`src/rtl/dsleep_pkg.sv`:
```
// Package: shared state encoding and the time-to-cycle conversion for the
// deep-sleep sequencer. Assumes all times are whole nanoseconds.
package dsleep_pkg;

    typedef enum logic [1:0] {
        ST_ACTIVE = 2'd0,
        ST_SETTLE = 2'd1,
        ST_ASLEEP = 2'd2,
        ST_EXIT   = 2'd3
    } dsleep_state_t;

    // Ceiling division of a time in ns by the clock period in ns
    function automatic int ns_to_cycles(input int t_ns, input int period_ns);
        return (t_ns + period_ns - 1) / period_ns;
    endfunction

    function automatic int max_int(input int a, input int b);
        return (a > b) ? a : b;
    endfunction

    function automatic int min_int(input int a, input int b);
        return (a < b) ? a : b;
    endfunction

endpackage

```
`src/rtl/dsleep_low_timer.sv`:
```
// Module: counts consecutive clock edges on which the sleep request is low.
// A start loads 1 (the first low sample); run adds one and saturates at
// SETTLE_CYC. Assumes MIN_CYC <= SETTLE_CYC and SETTLE_CYC >= 2.
module dsleep_low_timer #(
    parameter int MIN_CYC    = 5,
    parameter int SETTLE_CYC = 20,
    parameter int W          = 5
) (
    input  logic clk,
    input  logic rst_n,
    input  logic start,
    input  logic run,
    output logic min_met,
    output logic settle_next
);
    localparam logic [W-1:0] SAT     = W'(SETTLE_CYC);
    localparam logic [W-1:0] MIN_V   = W'(MIN_CYC);
    localparam logic [W-1:0] LAST_V  = W'(SETTLE_CYC - 1);

    logic [W-1:0] cnt;

    // Low-sample counter: load on a new request, saturate while held
    always_ff @(posedge clk) begin
        if (!rst_n) begin
            cnt <= '0;
        end else if (start) begin
            cnt <= W'(1);
        end else if (run && cnt != SAT) begin
            cnt <= cnt + W'(1);
        end
    end

    // Threshold decode for the state machine
    always_comb begin
        min_met     = (cnt >= MIN_V);
        settle_next = (cnt >= LAST_V);
    end

endmodule

```
`src/rtl/dsleep_exit_timer.sv`:
```
// Module: counts cycles of the post-release recovery wait. A start loads 0
// on the release edge; run advances it while the wait continues. Flags the
// last wait cycle and the cycle that closes the chip-enable window.
// Assumes 1 <= CEWIN_CYC <= EXIT_CYC.
module dsleep_exit_timer #(
    parameter int EXIT_CYC  = 30,
    parameter int CEWIN_CYC = 10,
    parameter int W         = 5
) (
    input  logic clk,
    input  logic rst_n,
    input  logic start,
    input  logic run,
    output logic last,
    output logic window_end
);
    localparam logic [W-1:0] LAST_V = W'(EXIT_CYC - 1);
    localparam logic [W-1:0] WIN_V  = W'(CEWIN_CYC - 1);

    logic [W-1:0] cnt;

    // Recovery counter: cleared at release, stops at its last value
    always_ff @(posedge clk) begin
        if (!rst_n) begin
            cnt <= '0;
        end else if (start) begin
            cnt <= '0;
        end else if (run && cnt != LAST_V) begin
            cnt <= cnt + W'(1);
        end
    end

    // Decode of the two deadlines
    always_comb begin
        last       = (cnt == LAST_V);
        window_end = (cnt == WIN_V);
    end

endmodule

```
`src/rtl/dsleep_fsm.sv`:
```
// Module: four-state power sequencer. Decides entry into settling, full
// sleep, the recovery wait and the return to active from the sleep request
// and the two timers. Also issues the timer controls. Assumes sleep_n is
// already synchronous to clk.
module dsleep_fsm
    import dsleep_pkg::*;
(
    input  logic          clk,
    input  logic          rst_n,
    input  logic          sleep_n,
    input  logic          min_met,
    input  logic          settle_next,
    input  logic          exit_last,
    output dsleep_state_t state,
    output logic          low_start,
    output logic          low_run,
    output logic          exit_start,
    output logic          exit_run
);
    dsleep_state_t state_nx;

    // Next-state selection; a new request in the wait wins over expiry
    always_comb begin
        state_nx = state;
        unique case (state)
            ST_ACTIVE: if (!sleep_n) state_nx = ST_SETTLE;
            ST_SETTLE: begin
                if (sleep_n)          state_nx = min_met ? ST_EXIT : ST_ACTIVE;
                else if (settle_next) state_nx = ST_ASLEEP;
            end
            ST_ASLEEP: if (sleep_n) state_nx = ST_EXIT;
            ST_EXIT: begin
                if (!sleep_n)       state_nx = ST_SETTLE;
                else if (exit_last) state_nx = ST_ACTIVE;
            end
            default: state_nx = ST_ACTIVE;
        endcase
    end

    // Timer controls derived from the current state and request
    always_comb begin
        low_start  = (state == ST_ACTIVE || state == ST_EXIT) && !sleep_n;
        low_run    = (state == ST_SETTLE || state == ST_ASLEEP) && !sleep_n;
        exit_start = sleep_n && ((state == ST_SETTLE && min_met) || state == ST_ASLEEP);
        exit_run   = (state == ST_EXIT) && sleep_n;
    end

    // State register
    always_ff @(posedge clk) begin
        if (!rst_n) state <= ST_ACTIVE;
        else        state <= state_nx;
    end

    AST_SHORT_PULSE_NO_WAIT: assert property (@(posedge clk) disable iff (!rst_n)
        (state == ST_SETTLE && sleep_n && !min_met) |=> (state == ST_ACTIVE));
    AST_LONG_LOW_WAITS: assert property (@(posedge clk) disable iff (!rst_n)
        (state == ST_SETTLE && sleep_n && min_met) |=> (state == ST_EXIT));
    AST_EXIT_HOLDS: assert property (@(posedge clk) disable iff (!rst_n)
        (state == ST_EXIT && sleep_n && !exit_last) |=> (state == ST_EXIT));
    AST_RESLEEP_WINS: assert property (@(posedge clk) disable iff (!rst_n)
        (state == ST_EXIT && !sleep_n) |=> (state == ST_SETTLE));

endmodule

```
`src/rtl/dsleep_loss_flag.sv`:
```
// Module: sticky data-loss indicator. Sets when the chip-enable window of
// the recovery wait closes with the chip still selected; clears only on
// reset.
module dsleep_loss_flag (
    input  logic clk,
    input  logic rst_n,
    input  logic in_exit,
    input  logic window_end,
    input  logic ce_n,
    output logic data_loss
);
    // Sticky set on a missed deselect
    always_ff @(posedge clk) begin
        if (!rst_n)                           data_loss <= 1'b0;
        else if (in_exit && window_end && !ce_n) data_loss <= 1'b1;
    end

    AST_LOSS_STICKY: assert property (@(posedge clk) disable iff (!rst_n)
        data_loss |=> data_loss);
    AST_LOSS_NEEDS_CE_LOW: assert property (@(posedge clk) disable iff (!rst_n)
        $rose(data_loss) |-> !$past(ce_n));

endmodule

```
`src/rtl/dsleep_seq.sv`:
```
// Module: top of the deep-sleep sequencer. Converts the nanosecond timing
// parameters into cycle counts, joins the timers, the state machine
// and the loss flag, and forms the status outputs. Assumes sleep_n and ce_n
// are synchronous to clk.
module dsleep_seq
    import dsleep_pkg::*;
#(
    parameter int CLK_PERIOD_NS = 20,
    parameter int MIN_LOW_NS    = 100,
    parameter int SETTLE_NS     = 1000000,
    parameter int EXIT_WAIT_NS  = 300000,
    parameter int CE_WINDOW_NS  = 100000
) (
    input  logic clk,
    input  logic rst_n,
    input  logic sleep_n,
    input  logic ce_n,
    output logic access_ok,
    output logic busy,
    output logic force_hiz,
    output logic data_loss
);
    // ceiling conversion with the ordering clamps
    localparam int MIN_CYC    = max_int(1, ns_to_cycles(MIN_LOW_NS, CLK_PERIOD_NS));
    localparam int SETTLE_CYC = max_int(max_int(2, MIN_CYC),
                                        ns_to_cycles(SETTLE_NS, CLK_PERIOD_NS));
    localparam int EXIT_CYC   = max_int(1, ns_to_cycles(EXIT_WAIT_NS, CLK_PERIOD_NS));
    localparam int CEWIN_CYC  = min_int(EXIT_CYC,
                                        max_int(1, ns_to_cycles(CE_WINDOW_NS, CLK_PERIOD_NS)));
    localparam int LOW_W      = $clog2(SETTLE_CYC + 1);
    localparam int EXIT_W     = $clog2(EXIT_CYC + 1);

    dsleep_state_t state;
    logic low_start, low_run, exit_start, exit_run;
    logic min_met, settle_next, exit_last, window_end;

    dsleep_low_timer #(
        .MIN_CYC    (MIN_CYC),
        .SETTLE_CYC (SETTLE_CYC),
        .W          (LOW_W)
    ) i_low_timer (
        .clk         (clk),
        .rst_n       (rst_n),
        .start       (low_start),
        .run         (low_run),
        .min_met     (min_met),
        .settle_next (settle_next)
    );

    dsleep_exit_timer #(
        .EXIT_CYC  (EXIT_CYC),
        .CEWIN_CYC (CEWIN_CYC),
        .W         (EXIT_W)
    ) i_exit_timer (
        .clk        (clk),
        .rst_n      (rst_n),
        .start      (exit_start),
        .run        (exit_run),
        .last       (exit_last),
        .window_end (window_end)
    );

    dsleep_fsm i_fsm (
        .clk         (clk),
        .rst_n       (rst_n),
        .sleep_n     (sleep_n),
        .min_met     (min_met),
        .settle_next (settle_next),
        .exit_last   (exit_last),
        .state       (state),
        .low_start   (low_start),
        .low_run     (low_run),
        .exit_start  (exit_start),
        .exit_run    (exit_run)
    );

    dsleep_loss_flag i_loss (
        .clk        (clk),
        .rst_n      (rst_n),
        .in_exit    (state == ST_EXIT),
        .window_end (window_end),
        .ce_n       (ce_n),
        .data_loss  (data_loss)
    );

    // Status outputs; a low request blocks access in the same cycle
    always_comb begin
        access_ok = (state == ST_ACTIVE) && sleep_n;
        busy      = (state == ST_SETTLE) || (state == ST_EXIT);
        force_hiz = !sleep_n || (state == ST_SETTLE) || (state == ST_ASLEEP);
    end

    AST_SLEEP_BLOCKS_ACCESS: assert property (@(posedge clk) disable iff (!rst_n)
        !sleep_n |-> (!access_ok && force_hiz));
    AST_ASLEEP_HIZ: assert property (@(posedge clk) disable iff (!rst_n)
        (state == ST_ASLEEP) |-> (force_hiz && !busy && !access_ok));
    AST_WAIT_NO_HIZ: assert property (@(posedge clk) disable iff (!rst_n)
        (state == ST_EXIT && sleep_n) |-> (!force_hiz && !access_ok));

endmodule

```
`config.mk`:
```
export PLATFORM = sky130hd
export DESIGN_NAME = dsleep_seq
export DESIGN_NICKNAME = d
export VERILOG_FILES = /design/src/rtl/dsleep_pkg.sv /design/src/rtl/dsleep_low_timer.sv /design/src/rtl/dsleep_exit_timer.sv /design/src/rtl/dsleep_fsm.sv /design/src/rtl/dsleep_loss_flag.sv /design/src/rtl/dsleep_seq.sv
export SDC_FILE = /design/constraint.sdc
export NUM_CORES = 1
export LEC_CHECK = 0
export ABC_AREA = 0
export BUFFER_PORTS_ARGS = -buffer_cell sky130_fd_sc_hd__buf_2
export CAP_MARGIN = 25
export CORE_MARGIN = 5
export CORE_UTILIZATION = 40
export DETAILED_ROUTE_END_ITERATION = 7
export HOLD_SLACK_MARGIN = 0.03
export PLACE_DENSITY = 0.53
export SYNTH_ARGS = -nofsm -noshare
export SYNTH_HDL_FRONTEND = slang
export SYNTH_SLANG_ARGS = --single-unit
```
`constraint.sdc`:
```
create_clock -name clk -period 2.5 [get_ports clk]
set_input_delay 0.5 -clock clk [delete_from_list [all_inputs] [get_ports clk]]
set_output_delay 0.5 -clock clk [all_outputs]
set_load 0.02 [all_outputs]
```
-- Word-level counts from Yosys, hierarchy flattened
Index checks and enable logic that the tools add are counted.
- mux-type cells: 10
- add/sub/neg operators: 2
- bitwise gates (word level): 1
- equal/unequal tests: 11
- reductions and logical operators: 23
- order comparisons: 2
- operators with widths (operator ; count):
    $add A16 B1 Y16 const B ; 1
    $ge A16 B16 Y1 const B ; 1
    $ge A16 B3 Y1 const B ; 1
    $ne A16 B16 Y1 const B ; 1
    $add A14 B1 Y14 const B ; 1
    $eq A14 B13 Y1 const B ; 1
    $eq A14 B14 Y1 const B ; 1
    $mux W2 ; 7
    $ne A14 B14 Y1 const B ; 1
    $logic_and A1 B1 Y1 ; 10
    $pmux W2 S4 ; 1
    $logic_or A1 B1 Y1 ; 6
    $eq A2 B2 Y1 const B ; 2
    $ne A2 B2 Y1 const B ; 2
    $reduce_and A4 Y1 ; 1
    $reduce_or A2 Y1 ; 2
    $ne A3 B2 Y1 const B ; 1
    $ne A3 B3 Y1 const B ; 1
    $eq A2 B1 Y1 const B ; 1
    $logic_not A1 Y1 ; 2
    $logic_not A2 Y1 ; 1
    $mux W1 ; 2
    $reduce_bool A2 Y1 ; 1
    $not A1 Y1 ; 1
- flip-flop bits (word level): 33
- output and inout port bits: 4

-- Logic depth before layout (Yosys ltp)
- depth after elaboration: 6
- gate-level depth with buffers: 8
- gate-level depth less buffers: 7

-- Modules after synthesis
A second synthesis with hierarchy kept.
- cell total of the unflattened synthesis: 230
- area, all modules: 1975.6 um^2
- modules (own cells, without submodules) (module ; cells each ; area each (um^2) ; times used):
    dsleep_low_timer ; 106 ; 915.9 ; 1
    dsleep_exit_timer ; 86 ; 747.0 ; 1
    dsleep_fsm ; 29 ; 242.7 ; 1
    dsleep_loss_flag ; 4 ; 36.3 ; 1
    dsleep_seq ; 5 ; 33.8 ; 1

-- Worst setup path before layout
No wires, ideal clock.
- path kind: register to register
- start: register i_low_timer.cnt[13]
- end: register i_low_timer.cnt[9]
- arrival time: 1.716 ns
- setup slack: 0.656 ns
- period minus slack after synthesis: 1.844 ns
- stages on the path, launching flop included: 7
- path buffers: 1
- setup time: 0.128 ns
- cells stage by stage: dfxtp_1 > or4_4 > o41ai_4 > buf_4 > nor3_1 > xnor2_1 > nor2_1
- word-level cells in the longest chain between the ends: 2
- RTL lines (what ; line ; source):
    start: declaration ; dsleep_low_timer.sv:20 ; logic [W-1:0] cnt;
    start signal: assignment ; dsleep_low_timer.sv:29 ; cnt <= cnt + W'(1);
    $ne A16 B16 Y1 ; dsleep_low_timer.sv:28 ; end else if (run && cnt != SAT) begin
    $logic_and A1 B1 Y1 ; dsleep_low_timer.sv:28 ;
No other way between the ends.
A chain may end at the register's enable or synchronous reset.

-- Worst setup path in the final report
- start: register i_low_timer.cnt[13]
- end: register i_low_timer.cnt[13]
- word-level cells in the longest chain between the ends: 2
- elaborated cells between the ends (all ways): 3
- those cells by class: 1 x add/sub; 1 x eq/ne; 1 x reduce/logical
- RTL lines (what):
    parallel branches: the longest is 2 deep, another holds $add A16 B1 Y16
Parallel ways; which one is timed is not known.

==> qor.csv <==
stage;metric;value;unit
floorplanning;num rows;24;
clock_tree;clk sink count;33;
cells_and_area;area grow syn2layout;9.24;%
worst_setup_path;CP bufs+invs;0;
sta;Setup TNS;0;ns
synth;post-synth cell types;43;
sta;hold_ws;0.490;ns
routing;vias per cell;5.46;
worst_setup_path;Data arrival, critical path;2.37;ns
run;Max-Cap Viols;0;
clock_tree;Post-CTS Repair Setup Buffers;0;
grt;total track usage;13.9;%
floorplanning;die area;6140;sq um
synth;syn nets;229;
clock_tree;Post-CTS Resized;0;
worst_setup_path;critical path class;reg2reg;
floorplanning;Die W;78.4;um
cells_and_area;post-route core utilization;45.9;%
worst_setup_path;CP top delay family;simple AND/OR/NAND/NOR gates;
sta;Hold Fails Final Rpt;0;
min_path;worst hold path type;reg2reg;
grt;first-pass GRT wire length;6800;um
worst_setup_path;Crit Path Max Fanout;12;
synth;Avg Inst Size Synth;8.65;sq um
outcome;outcome;finished, final reports clean;
grt;largest net degree at the start of global routing;15;
floorplanning;I/O Pins;8;
sta;clk_skew;0.0134;ns
worst_setup_path;critical path cell sequence;or4_4 > o41ai_4 > nor4_1 > xnor2_1 > nor2_1;
cells_and_area;layout cells sized above 1;11.5;%
place;port bufs;7;
clock_tree;latest clock arrival within the worst-skew pair;0.29;ns
routing;first-pass detailed-route iteration total;4;
power_and_ir_drop;PwrDens;595;nW/um^2
clock_tree;Bufs on Longest Clock Path;2;
worst_setup_path;slowest stage delay, CP;0.72;ns
clock_tree;CTS buffer count;5;
clock_tree;Clock Tree Root;clkbuf_8;
grt;number of global-route vias before repair;1541;
clock_tree;Reg clk slew, reported paths;0.07;ns
worst_setup_path;CP startpoint kind;flop;
sta;worst-margin pin slew;0.679;ns
sta;fmax;450;MHz
synth;Yosys warning total;0;
grt;global route overflow;0;
routing;final WL;3940;um
sta;fin crit period;2.22;ns
routing;remaining antenna violation count;0;
synth;Top FF cell, synth;dfxtp_1;
routing;via count;1517;
floorplanning;DIE HEIGHT;78.4;um
sta;RSZ-0062 raised after global routing;no;
worst_setup_path;Worst path slowest cell;o41ai_4;
worst_setup_path;Worst Setup End Kind;flop;
clock_tree;CTS Hold Buffers Added;0;
synth;ys async rst share;0;%
sta;post-route clock period utilization;88.8;%
routing;DRC;0;
floorplanning;initial core utilization;42.1;%
power_and_ir_drop;leakage;0.000709;uW
cells_and_area;Total Nets Final;238;
synth;Seq/Total Area, Yosys;35.3;%
synth;EDFF count, synth;0;
sta;Slew HR;54.6;%
sta;max-slew violations;0;
power_and_ir_drop;Worst VDD drop;0.327;mV
routing;Iteration-0 DRC Markers;75;
routing;routed len/inst;14.2;um
clock_tree;H-tree depth;2;
place;dpl hpwl;2980;um
synth;#FFs+latches synth;33;
synth;Synth Instances;216;
clock_tree;CTS tree;done;
worst_setup_path;Worst EP required;2.65;ns
floorplanning;core area;4440;sq um
grt;initial antenna violation count;0;
cells_and_area;diode count;0;
synth;synthesized area;1870;sq um
sta;setup violators final;0;
place;gpl congestion;0.889;
[per-stage QoR]
step	cells	cell area [sq um]	total power, uW	worst slack (ns)
final	278	2040	1210	0.279
after global routing	278	2040	1280	0.149
after CTS	278	2040	1230	0.279
after detailed placement	270	1940	770	0.299
after global placement	270	1940	765	0.418
after floorplan	216	1870	719	0.656
[logic make-up after synthesis]
| logic type | synth area share [%] |
|---|---|
| AND/OR/NAND/NOR | 31.3 |
| AO/OA/AOI/OAI | 9.37 |
| flip-flops | 35.3 |
| adder cells (fa/ha/maj) | 6.02 |
| XOR/XNOR | 11.7 |
| multiplexers | 2.14 |
| buffers and inverters | 4.15 |
[power by group]
group | switching [uW] | leakage, uW | internal, uW
Sequential | 18.5 | 0.000266 | 538
Clock | 206 | 0.0000542 | 249
Combinational | 121 | 0.000388 | 81.4
[synth_stat cells, types with 3 or more instances]
master   number  area, sq um
and2_1        3         18.8
dfxtp_1      33          661
nand4_1       9         56.3
inv_1        11         41.3
nor3b_1       4         30.0
xor2_1        3         26.3
a21oi_1       4         20.0
nor2_1       36          135
xnor2_1      22          193
mux2i_1       4         40.0
nand2_1      13         48.8
or3_1         3         18.8
and3_1        3         18.8
nor3_1       12         60.1
ha_1          9          113
nor4_1        4         25.0
nand3_1       8         40.0
o21ai_0       3         15.0
[area by class of cell]
class                   count  area (sq um)
clock buffers               7          96.3
fillers                   445          2400
well taps                  52          65.1
inverters                  11          41.3
repair buffers              8          42.5
flip-flops and latches     33           661
multi-input cells         166          1130
clock inverters             1          5.00
[flip-flops by register name, summed over array words and instances, names as in the netlist, named ones only]
name	flops
i_low_timer.cnt	16
i_loss.data_loss	1
i_exit_timer.cnt	14
i_fsm.state	1
[path summary, 6_finish.rpt]
path	endpoint	slack [ns]	cells after the start	from
max	i_low_timer.cnt[13]	0.28	5	i_low_timer.cnt[13]
min	i_loss.data_loss	0.49	2	i_loss.data_loss
max reg2reg	i_low_timer.cnt[13]	0.28	5	i_low_timer.cnt[13]
min reg2reg	i_loss.data_loss	0.49	2	i_loss.data_loss
[per-layer routing]
| layer | vias to the layer above | track usage [%] | wire length (um) |
|---|---|---|---|
| li1 | 766 | - | - |
| met1 | 715 | 17.1 | 1970 |
| met2 | 26 | 21.9 | 1760 |
| met3 | 10 | 3.43 | 117 |
| met4 | 0 | 8.57 | 89 |
| met5 | - | 0 | 0 |
[cells in the final DEF (no fill, tap or decap), types with 2 or more instances in the layout]
master,synthesis,layout
nand4_1,9,9
nand2b_1,2,2
clkbuf_8,0,7
nor2_1,36,36
o41ai_4,2,2
nand2_1,13,13
and4b_1,2,2
or3_2,2,2
and2_1,3,3
inv_1,11,11
nor3_1,12,12
and3_1,3,3
and4_1,2,2
xor2_1,3,3
nor3b_1,4,4
o21ai_0,3,3
a21oi_1,4,4
buf_2,2,7
dfxtp_1,33,33
nor4_1,4,4
nand3_1,8,8
ha_1,9,9
mux2i_1,4,4
or3_1,3,3
xnor2_1,22,22
[worst reg2reg max path: cells and delay by family, from the launching register on]
kind | cells | cell delay, ns
compound gates | 1 | 0.72
xor+xnor | 1 | 0.20
flops | 1 | 0.33
simple gates | 3 | 0.84
No activity file was read; power rests on OpenSTA's default activity.
